File: config.mk
export PLATFORM = sky130hd
export DESIGN_NAME = mcr_top
export DESIGN_NICKNAME = d
export VERILOG_FILES = /design/src/rtl/mcr_pkg.sv /design/src/rtl/mcr_rst_sync.sv /design/src/rtl/mcr_regfile.sv /design/src/rtl/mcr_decode.sv /design/src/rtl/mcr_top.sv
export SDC_FILE = /design/constraint.sdc
export NUM_CORES = 1
export LEC_CHECK = 0
export BUFFER_PORTS_ARGS = -buffer_cell sky130_fd_sc_hd__buf_2
export CORE_ASPECT_RATIO = 0.7
export CORE_UTILIZATION = 57
export DETAILED_ROUTE_END_ITERATION = 6
export HOLD_SLACK_MARGIN = 0.03
export PLACE_DENSITY = 0.81
export REMOVE_ABC_BUFFERS = 1
export SLEW_MARGIN = 5
export SYNTH_ARGS = -nofsm -noshare
export SYNTH_HDL_FRONTEND = slang
export SYNTH_SLANG_ARGS = --single-unit
export TNS_END_PERCENT = 5
File: constraint.sdc
create_clock -name clk -period 2.55 [get_ports clk]
set_clock_uncertainty 0.2 [all_clocks]
set_input_delay 0.1275 -clock clk [delete_from_list [all_inputs] [get_ports clk]]
set_output_delay 0.1275 -clock clk [all_outputs]
set_load 0.02 [all_outputs]
File: src/rtl/mcr_pkg.sv
package mcr_pkg;
  typedef enum logic [1:0] {
    TOP_SYS_ROM = 2'b00,
    TOP_INT_ROM = 2'b01,
    TOP_EXT_ROM = 2'b10,
    TOP_RAM     = 2'b11
  } top_src_e;

  typedef struct packed {
    logic [1:0] bank;
    logic [1:0] top;
    logic [3:0] spare;
  } cfg_t;

  typedef struct packed {
    logic [1:0] vid;
    logic [1:0] blk;
    logic [1:0] csize;
    logic       place_top;
    logic       place_bot;
  } ramcfg_t;
endpackage

File: src/rtl/mcr_rst_sync.sv
module mcr_rst_sync (
  input  logic clk,
  input  logic rst_n,
  output logic rst_n_sync
);
  logic [1:0] sync_q;
  logic [1:0] sync_d;

  always_comb sync_d = {sync_q[0], 1'b1};

  always_ff @(posedge clk or negedge rst_n) begin
    if (!rst_n) sync_q <= 2'b00;
    else        sync_q <= sync_d;
  end

  assign rst_n_sync = sync_q[1];
endmodule

File: src/rtl/mcr_regfile.sv
module mcr_regfile #(
  parameter int SEL_W  = 4,
  parameter int DATA_W = 8,
  parameter int N_PRE  = 4
) (
  input  logic              clk,
  input  logic              rst_n,
  input  logic [SEL_W-1:0]  reg_sel,
  input  logic              reg_wr,
  input  logic [DATA_W-1:0] reg_wdata,
  output logic [DATA_W-1:0] reg_rdata,
  output logic [DATA_W-1:0] cfg_o,
  output logic [DATA_W-1:0] ramcfg_o
);
  localparam int CFG_OFS   = 0;
  localparam int PRE_BASE  = 1;
  localparam int LOAD_BASE = PRE_BASE + N_PRE;
  localparam int RAM_OFS   = LOAD_BASE + N_PRE;

  logic [DATA_W-1:0] cfg_q, cfg_d;
  logic [DATA_W-1:0] ram_q, ram_d;
  logic [DATA_W-1:0] pre_q [N_PRE];
  logic [DATA_W-1:0] pre_d [N_PRE];
  logic              cfg_en, ram_en;
  logic [N_PRE-1:0]  pre_en;

  // next-state: live config from direct write or from a load strobe
  always_comb begin
    cfg_en = 1'b0;
    cfg_d  = cfg_q;
    if (reg_wr && reg_sel == SEL_W'(CFG_OFS)) begin
      cfg_en = 1'b1;
      cfg_d  = reg_wdata;
    end
    for (int i = 0; i < N_PRE; i++) begin
      if (reg_wr && reg_sel == SEL_W'(LOAD_BASE + i)) begin
        cfg_en = 1'b1;
        cfg_d  = pre_q[i];
      end
    end
    ram_en = reg_wr && reg_sel == SEL_W'(RAM_OFS);
    ram_d  = reg_wdata;
  end

  always_ff @(posedge clk or negedge rst_n) begin
    if (!rst_n) begin
      cfg_q <= '0;
      ram_q <= '0;
    end else begin
      if (cfg_en) cfg_q <= cfg_d;
      if (ram_en) ram_q <= ram_d;
    end
  end

  for (genvar g = 0; g < N_PRE; g++) begin : g_pre
    always_comb begin
      pre_en[g] = reg_wr && reg_sel == SEL_W'(PRE_BASE + g);
      pre_d[g]  = reg_wdata;
    end

    always_ff @(posedge clk or negedge rst_n) begin
      if (!rst_n)         pre_q[g] <= '0;
      else if (pre_en[g]) pre_q[g] <= pre_d[g];
    end

    a_r3_pre_write: assert property (@(posedge clk) disable iff (!rst_n)
      (reg_wr && reg_sel == SEL_W'(PRE_BASE + g)) |=>
        (pre_q[g] == $past(reg_wdata) && cfg_q == $past(cfg_q)));

    a_r4_load_copy: assert property (@(posedge clk) disable iff (!rst_n)
      (reg_wr && reg_sel == SEL_W'(LOAD_BASE + g)) |=>
        (cfg_q == $past(pre_q[g]) && pre_q[g] == $past(pre_q[g])));
  end

  // read mux
  always_comb begin
    reg_rdata = '0;
    if (reg_sel == SEL_W'(CFG_OFS)) reg_rdata = cfg_q;
    if (reg_sel == SEL_W'(RAM_OFS)) reg_rdata = ram_q;
    for (int i = 0; i < N_PRE; i++) begin
      if (reg_sel == SEL_W'(PRE_BASE + i))  reg_rdata = pre_q[i];
      if (reg_sel == SEL_W'(LOAD_BASE + i)) reg_rdata = pre_q[i];
    end
  end

  assign cfg_o    = cfg_q;
  assign ramcfg_o = ram_q;

  a_r9_unused_write: assert property (@(posedge clk) disable iff (!rst_n)
    (reg_wr && int'(reg_sel) > RAM_OFS) |=> ($stable(cfg_q) && $stable(ram_q)));

  a_r7_ram_write: assert property (@(posedge clk) disable iff (!rst_n)
    (reg_wr && reg_sel == SEL_W'(RAM_OFS)) |=> ram_q == $past(reg_wdata));
endmodule

File: src/rtl/mcr_decode.sv
module mcr_decode
  import mcr_pkg::*;
#(
  parameter int ADDR_W = 16
) (
  input  cfg_t              cfg,
  input  ramcfg_t           ramcfg,
  input  logic [ADDR_W-1:0] addr,
  output logic [1:0]        bank_sel,
  output top_src_e          top_src,
  output logic              rom_en,
  output logic              in_common
);
  // window of code c spans 2^(ADDR_W-8+2c) bytes
  localparam int SHIFT_BASE = ADDR_W - 8;

  int   shift;
  logic bot_hit, top_hit, top_region;

  always_comb begin
    shift     = SHIFT_BASE + 2 * int'(ramcfg.csize);
    bot_hit   = ((addr >> shift) == '0);
    top_hit   = ((~addr >> shift) == '0);
    in_common = (ramcfg.csize != 2'b00) &&
                ((ramcfg.place_bot && bot_hit) || (ramcfg.place_top && top_hit));
    bank_sel  = in_common ? 2'b00 : cfg.bank;
    top_src   = top_src_e'(cfg.top);
    top_region = (addr[ADDR_W-1 -: 2] == 2'b11);
    rom_en    = top_region && (top_src != TOP_RAM);
  end
endmodule

File: src/rtl/mcr_top.sv
module mcr_top
  import mcr_pkg::*;
#(
  parameter int ADDR_W = 16,
  parameter int SEL_W  = 4,
  parameter int N_PRE  = 4
) (
  input  logic              clk,
  input  logic              rst_n,
  input  logic [SEL_W-1:0]  reg_sel,
  input  logic              reg_wr,
  input  logic [7:0]        reg_wdata,
  output logic [7:0]        reg_rdata,
  input  logic [ADDR_W-1:0] cpu_addr,
  output logic [1:0]        bank_sel,
  output logic [1:0]        top_src,
  output logic              rom_en,
  output logic [1:0]        vid_bank,
  output logic [1:0]        ram_block,
  output logic              in_common
);
  logic     rst_n_sync;
  logic [7:0] cfg_w, ram_w;
  cfg_t     cfg_s;
  ramcfg_t  ram_s;
  top_src_e top_e;

  mcr_rst_sync u_rst (
    .clk        (clk),
    .rst_n      (rst_n),
    .rst_n_sync (rst_n_sync)
  );

  mcr_regfile #(.SEL_W(SEL_W), .DATA_W(8), .N_PRE(N_PRE)) u_regs (
    .clk       (clk),
    .rst_n     (rst_n_sync),
    .reg_sel   (reg_sel),
    .reg_wr    (reg_wr),
    .reg_wdata (reg_wdata),
    .reg_rdata (reg_rdata),
    .cfg_o     (cfg_w),
    .ramcfg_o  (ram_w)
  );

  assign cfg_s = cfg_t'(cfg_w);
  assign ram_s = ramcfg_t'(ram_w);

  mcr_decode #(.ADDR_W(ADDR_W)) u_dec (
    .cfg       (cfg_s),
    .ramcfg    (ram_s),
    .addr      (cpu_addr),
    .bank_sel  (bank_sel),
    .top_src   (top_e),
    .rom_en    (rom_en),
    .in_common (in_common)
  );

  assign top_src   = top_e;
  assign vid_bank  = ram_s.vid;
  assign ram_block = ram_s.blk;

  a_r8_common_bank0: assert property (@(posedge clk) disable iff (!rst_n_sync)
    in_common |-> bank_sel == 2'b00);

  a_r8_no_window: assert property (@(posedge clk) disable iff (!rst_n_sync)
    (ram_w[3:2] == 2'b00) |-> !in_common);

  a_r6_rom_region: assert property (@(posedge clk) disable iff (!rst_n_sync)
    rom_en |-> (cpu_addr[ADDR_W-1 -: 2] == 2'b11 && top_src != 2'b11));

  a_r2_bank_outside: assert property (@(posedge clk) disable iff (!rst_n_sync)
    !in_common |-> bank_sel == cfg_w[7:6]);
endmodule

==> impl_metrics.prom <==
# TYPE chip_impl_metric gauge
chip_impl_metric{name="flops_latches_synth",unit=""} 50
chip_impl_metric{name="ctsHtreeMaxLevel",unit=""} 2
chip_impl_metric{name="via_per_inst",unit=""} 6.22
chip_impl_metric{name="area.growth.synth_to_final",unit="%"} 15.6
chip_impl_metric{name="leakage",unit="nW"} 1.54
chip_impl_metric{name="worst_ep_required_time",unit="ps"} 2220
chip_impl_metric{name="grt_pass1_vias",unit=""} 2501
chip_impl_metric{name="postLayoutCellArea",unit="mm^2"} 0.00345
chip_impl_metric{name="clkSinkCount",unit=""} 50
chip_impl_metric{name="grt_overflow_total",unit=""} 0
chip_impl_metric{name="post_synth_inst_count",unit=""} 305
chip_impl_metric{name="pre_cts_slack",unit="ps"} 439
chip_impl_metric{name="synth_top_area_share",unit="%"} 41.9
chip_impl_metric{name="grt_first_pass_wirelength",unit="um"} 12700
chip_impl_metric{name="io-pin-count",unit=""} 49
chip_impl_metric{name="worst_ir_drop_vdd",unit="V"} 0.000505
chip_impl_metric{name="worstPathMaxFanout",unit=""} 6
chip_impl_metric{name="netlist-cell-type-count",unit=""} 50
chip_impl_metric{name="clk_pin_slew",unit="ps"} 90
chip_impl_metric{name="max_cap_violations",unit=""} 0
chip_impl_metric{name="async_flop_share",unit="%"} 100
chip_impl_metric{name="multi_input_area",unit="mm^2"} 0.00155
chip_impl_info{name="worst_setup_path_start_kind",value="flop"} 1
chip_impl_metric{name="hpwl",unit="um"} 5470
chip_impl_metric{name="arrival",unit="ps"} 1940
chip_impl_info{name="synthMostInstantiatedCell",value="sky130_fd_sc_hd__dfrtp_1"} 1
chip_impl_metric{name="portBuffers",unit=""} 38
chip_impl_metric{name="relative_slew_slack",unit="%"} 43.4
chip_impl_metric{name="finalMaxSlewViolations",unit=""} 0
chip_impl_metric{name="finalWorstPathRequiredPeriod",unit="ps"} 2270
chip_impl_metric{name="clk-insertion-delay-late",unit="ps"} 310
chip_impl_info{name="cts_tree",value="done"} 1
chip_impl_metric{name="place_congestion",unit=""} 0.966
chip_impl_metric{name="die_area",unit="mm^2"} 0.00553
chip_impl_metric{name="dr_total_vias",unit=""} 2631
chip_impl_info{name="dominantRegCellSynth",value="sky130_fd_sc_hd__dfrtp_1"} 1
chip_impl_metric{name="worstMarginPinSlew",unit="ps"} 843
chip_impl_info{name="cts_root_buffer",value="sky130_fd_sc_hd__clkbuf_8"} 1
chip_impl_metric{name="maxClockFrequency",unit="GHz"} 0.441
chip_impl_metric{name="synth_enable_flop_cells",unit=""} 0
chip_impl_metric{name="p_clk_share",unit="%"} 21.4
chip_impl_metric{name="rows",unit=""} 21
chip_impl_metric{name="postPlaceCellArea",unit="mm^2"} 0.00326
chip_impl_metric{name="antenna_found_initial",unit=""} 0
chip_impl_metric{name="setup_buffers_after_cts",unit=""} 0
chip_impl_info{name="synth_top_cells_by_count",value="50 x sky130_fd_sc_hd__dfrtp_1, 37 x sky130_fd_sc_hd__mux2_2, 24 x sky130_fd_sc_hd__nand2_1, 24 x sky130_fd_sc_hd__nor2_1, 22 x sky130_fd_sc_hd__a21oi_1"} 1
chip_impl_metric{name="layout.filler_cells",unit=""} 404
chip_impl_metric{name="inserted_clock_buffers",unit=""} 5
chip_impl_info{name="critical_path.cell_chain",value="a2bb2oi_1, or4b_1, o32a_1, and2_1, buf_2"} 1
chip_impl_metric{name="insertedDiodeCount",unit=""} 0
chip_impl_metric{name="power_per_cell_area",unit="mW/mm^2"} 644
chip_impl_metric{name="finalNetCount",unit=""} 384
chip_impl_metric{name="grt_use_total",unit="%"} 30.9
chip_impl_metric{name="core_area",unit="mm^2"} 0.00491
chip_impl_info{name="synth_largest_area_cell",value="sky130_fd_sc_hd__dfrtp_1"} 1
chip_impl_metric{name="largest_net_degree_at_the_start_of_global_routing",unit=""} 49
chip_impl_metric{name="final_hold_viol_count",unit=""} 0
chip_impl_info{name="critical_path.endpoint_type",value="output port"} 1
chip_impl_metric{name="detail_route.iter0.violations",unit=""} 327
chip_impl_metric{name="netSwitchingFraction",unit="%"} 33.0
chip_impl_metric{name="final_standard_cell_utilization_of_the_core",unit="%"} 70.2
chip_impl_info{name="outcome",value="finished clean"} 1
chip_impl_metric{name="drt.antenna.violating_nets",unit=""} 0
chip_impl_metric{name="cts_resized",unit=""} 0
chip_impl_metric{name="total_power",unit="mW"} 2.22
chip_impl_metric{name="dieWidth",unit="um"} 88.5
chip_impl_metric{name="finalCritPeriodShare",unit="%"} 89.0
chip_impl_metric{name="wl_per_cell",unit="um"} 18.9
chip_impl_metric{name="combinationalPowerShare",unit="%"} 28.0
chip_impl_metric{name="post_route_cells_drive_above_1_share",unit="%"} 29.9
chip_impl_info{name="setup_repair_after_global_routing_missed_its_margin",value="no"} 1
chip_impl_metric{name="worst_path_largest_cell_delay",unit="ps"} 460
chip_impl_info{name="yosys-top-cells-area",value="sky130_fd_sc_hd__dfrtp_1 42%, sky130_fd_sc_hd__mux2_2 14%, sky130_fd_sc_hd__a21oi_1 3.7%"} 1
chip_impl_metric{name="effective_utilization_at_floorplan",unit="%"} 60.7
chip_impl_metric{name="synth_warnings",unit=""} 0
chip_impl_metric{name="clk_path_buf_depth",unit=""} 2
chip_impl_metric{name="synth.yosys.seq_area_share",unit="%"} 41.9
chip_impl_metric{name="timing.setup.tns",unit="ps"} 0
chip_impl_metric{name="seqPwrFrac",unit="%"} 50.6
chip_impl_metric{name="synthesis.area_per_instance",unit="um^2"} 9.78
chip_impl_metric{name="drt_drc_violations_left",unit=""} 0
chip_impl_info{name="criticalPathCategory",value="reg2out"} 1
chip_impl_metric{name="switching_power",unit="uW"} 733
chip_impl_metric{name="floorplan.die.height",unit="um"} 62.5
chip_impl_metric{name="wirelength",unit="um"} 7990
chip_impl_metric{name="setup_ws",unit="ps"} 280
chip_impl_metric{name="detail_route.first_pass.iterations",unit=""} 7
chip_impl_info{name="critical-path-slowest-cell",value="sky130_fd_sc_hd__dfrtp_1"} 1
chip_impl_metric{name="power.internal",unit="mW"} 1.49
chip_impl_metric{name="syn-cell-area",unit="mm^2"} 0.00298
chip_impl_info{name="hold_path.class",value="reg2async"} 1
chip_impl_metric{name="finalSetupViolCount",unit=""} 0
chip_impl_metric{name="ff_latch_area",unit="mm^2"} 0.00125
-- state kept, by name, summed over array words and instances (netlist names) --
| signal | count |
|---|---|
| u_regs.cfg_o | 8 |
| u_regs.pre_q | 32 |
| u_regs.ramcfg_o | 8 |
| u_rst.sync_q | 2 |
-- area by class of cell --
type	count	area share (%)
Inverter	16	1.74
Sequential cell	50	36.3
Tap cell	69	2.50
Multi-Input combinational cell	218	44.9
Clock inverter	1	0.145
Clock buffer	7	2.50
Timing Repair Buffer	62	11.8
-- metrics by stage --
step	std cells	hold WS, ps
6_report	423	50.6
4_1_cts	423	63.3
2_1_floorplan	284	-368
3_3_place_gp	405	-287
3_5_place_dp	405	-285
5_1_grt	423	79.4
-- path summary, 6_finish.rpt --
path,startpoint,end,slack [ps],cells after the start
min in group clk,reg_wr,u_regs.cfg_o[6]$_DFFE_PN0P_,170,4
min reg2reg,u_rst.sync_q[1]$_DFF_PN0_,u_regs.pre_q[1]$_DFFE_PN0P_,50,1
max,u_regs.ramcfg_o[2]$_DFFE_PN0P_,bank_sel[0],280,5
max reg2reg,u_regs.pre_q[30]$_DFFE_PN0P_,u_regs.cfg_o[6]$_DFFE_PN0P_,1230,4
min,u_rst.sync_q[1]$_DFF_PN0_,u_regs.pre_q[1]$_DFFE_PN0P_,50,1
max in group asynchronous,rst_n,u_rst.sync_q[1]$_DFF_PN0_,1550,3
-- routing by layer --
metal / wire length [um] / vias to the layer above / GRT usage (%) / part of all wire, %
met5: 0 / - / 0 / 0
met3: 645 / 18 / 7.40 / 8.1
met1: 3530 / 1289 / 42.7 / 44
met2: 3670 / 109 / 48.4 / 46
met4: 135 / 0 / 9.07 / 1.7
li1: - / 1215 / - / -
-- timing repair --
item,in CTS,in global routing
hold endpoints to repair,47,0
hold buffers,10,0
endpoints found under the setup margin,0,0
-- critical path, delay by kind of cell, from the launching register on --
family,cells,cell delay [ps]
AO/OA/AOI/OAI,2,360
AND/OR/NAND/NOR,2,660
buffers and inverters,1,150
flip-flops,1,460
-- cell usage in the layout (no fill, tap or decap), types with 7 or more instances in the layout --
cell,instances
sky130_fd_sc_hd__nand2_1,24
sky130_fd_sc_hd__a31oi_1,7
sky130_fd_sc_hd__mux2i_1,9
sky130_fd_sc_hd__buf_4,13
sky130_fd_sc_hd__dlygate4sd3_1,10
sky130_fd_sc_hd__buf_2,38
sky130_fd_sc_hd__nand3_1,8
sky130_fd_sc_hd__dfrtp_1,49
sky130_fd_sc_hd__mux2_2,37
sky130_fd_sc_hd__o21ai_0,12
sky130_fd_sc_hd__a21oi_1,22
sky130_fd_sc_hd__o22ai_1,10
sky130_fd_sc_hd__a221oi_1,8
sky130_fd_sc_hd__inv_1,15
sky130_fd_sc_hd__nor2_1,24
-- power groups by stage --
stage                     logic [mW]  clock network (mW)  registers [mW]
after floorplan                0.375                   0            1.13
after global placement         0.588                   0            1.12
after detailed placement       0.606                   0            1.13
after CTS                      0.619               0.478            1.12
after global routing           0.682               0.517            1.14
final                          0.621               0.474            1.12
-- cell families after synthesis --
group           count (synthesis)  synth area share, %
compound gates                 84                 18.8
xor+xnor                        1                0.294
buf+inv                        37                 6.12
flops                          50                 41.9
mux                            46                 17.0
other cells                     1                0.126
simple gates                   86                 15.7
(Power assumes the default switching activity.)
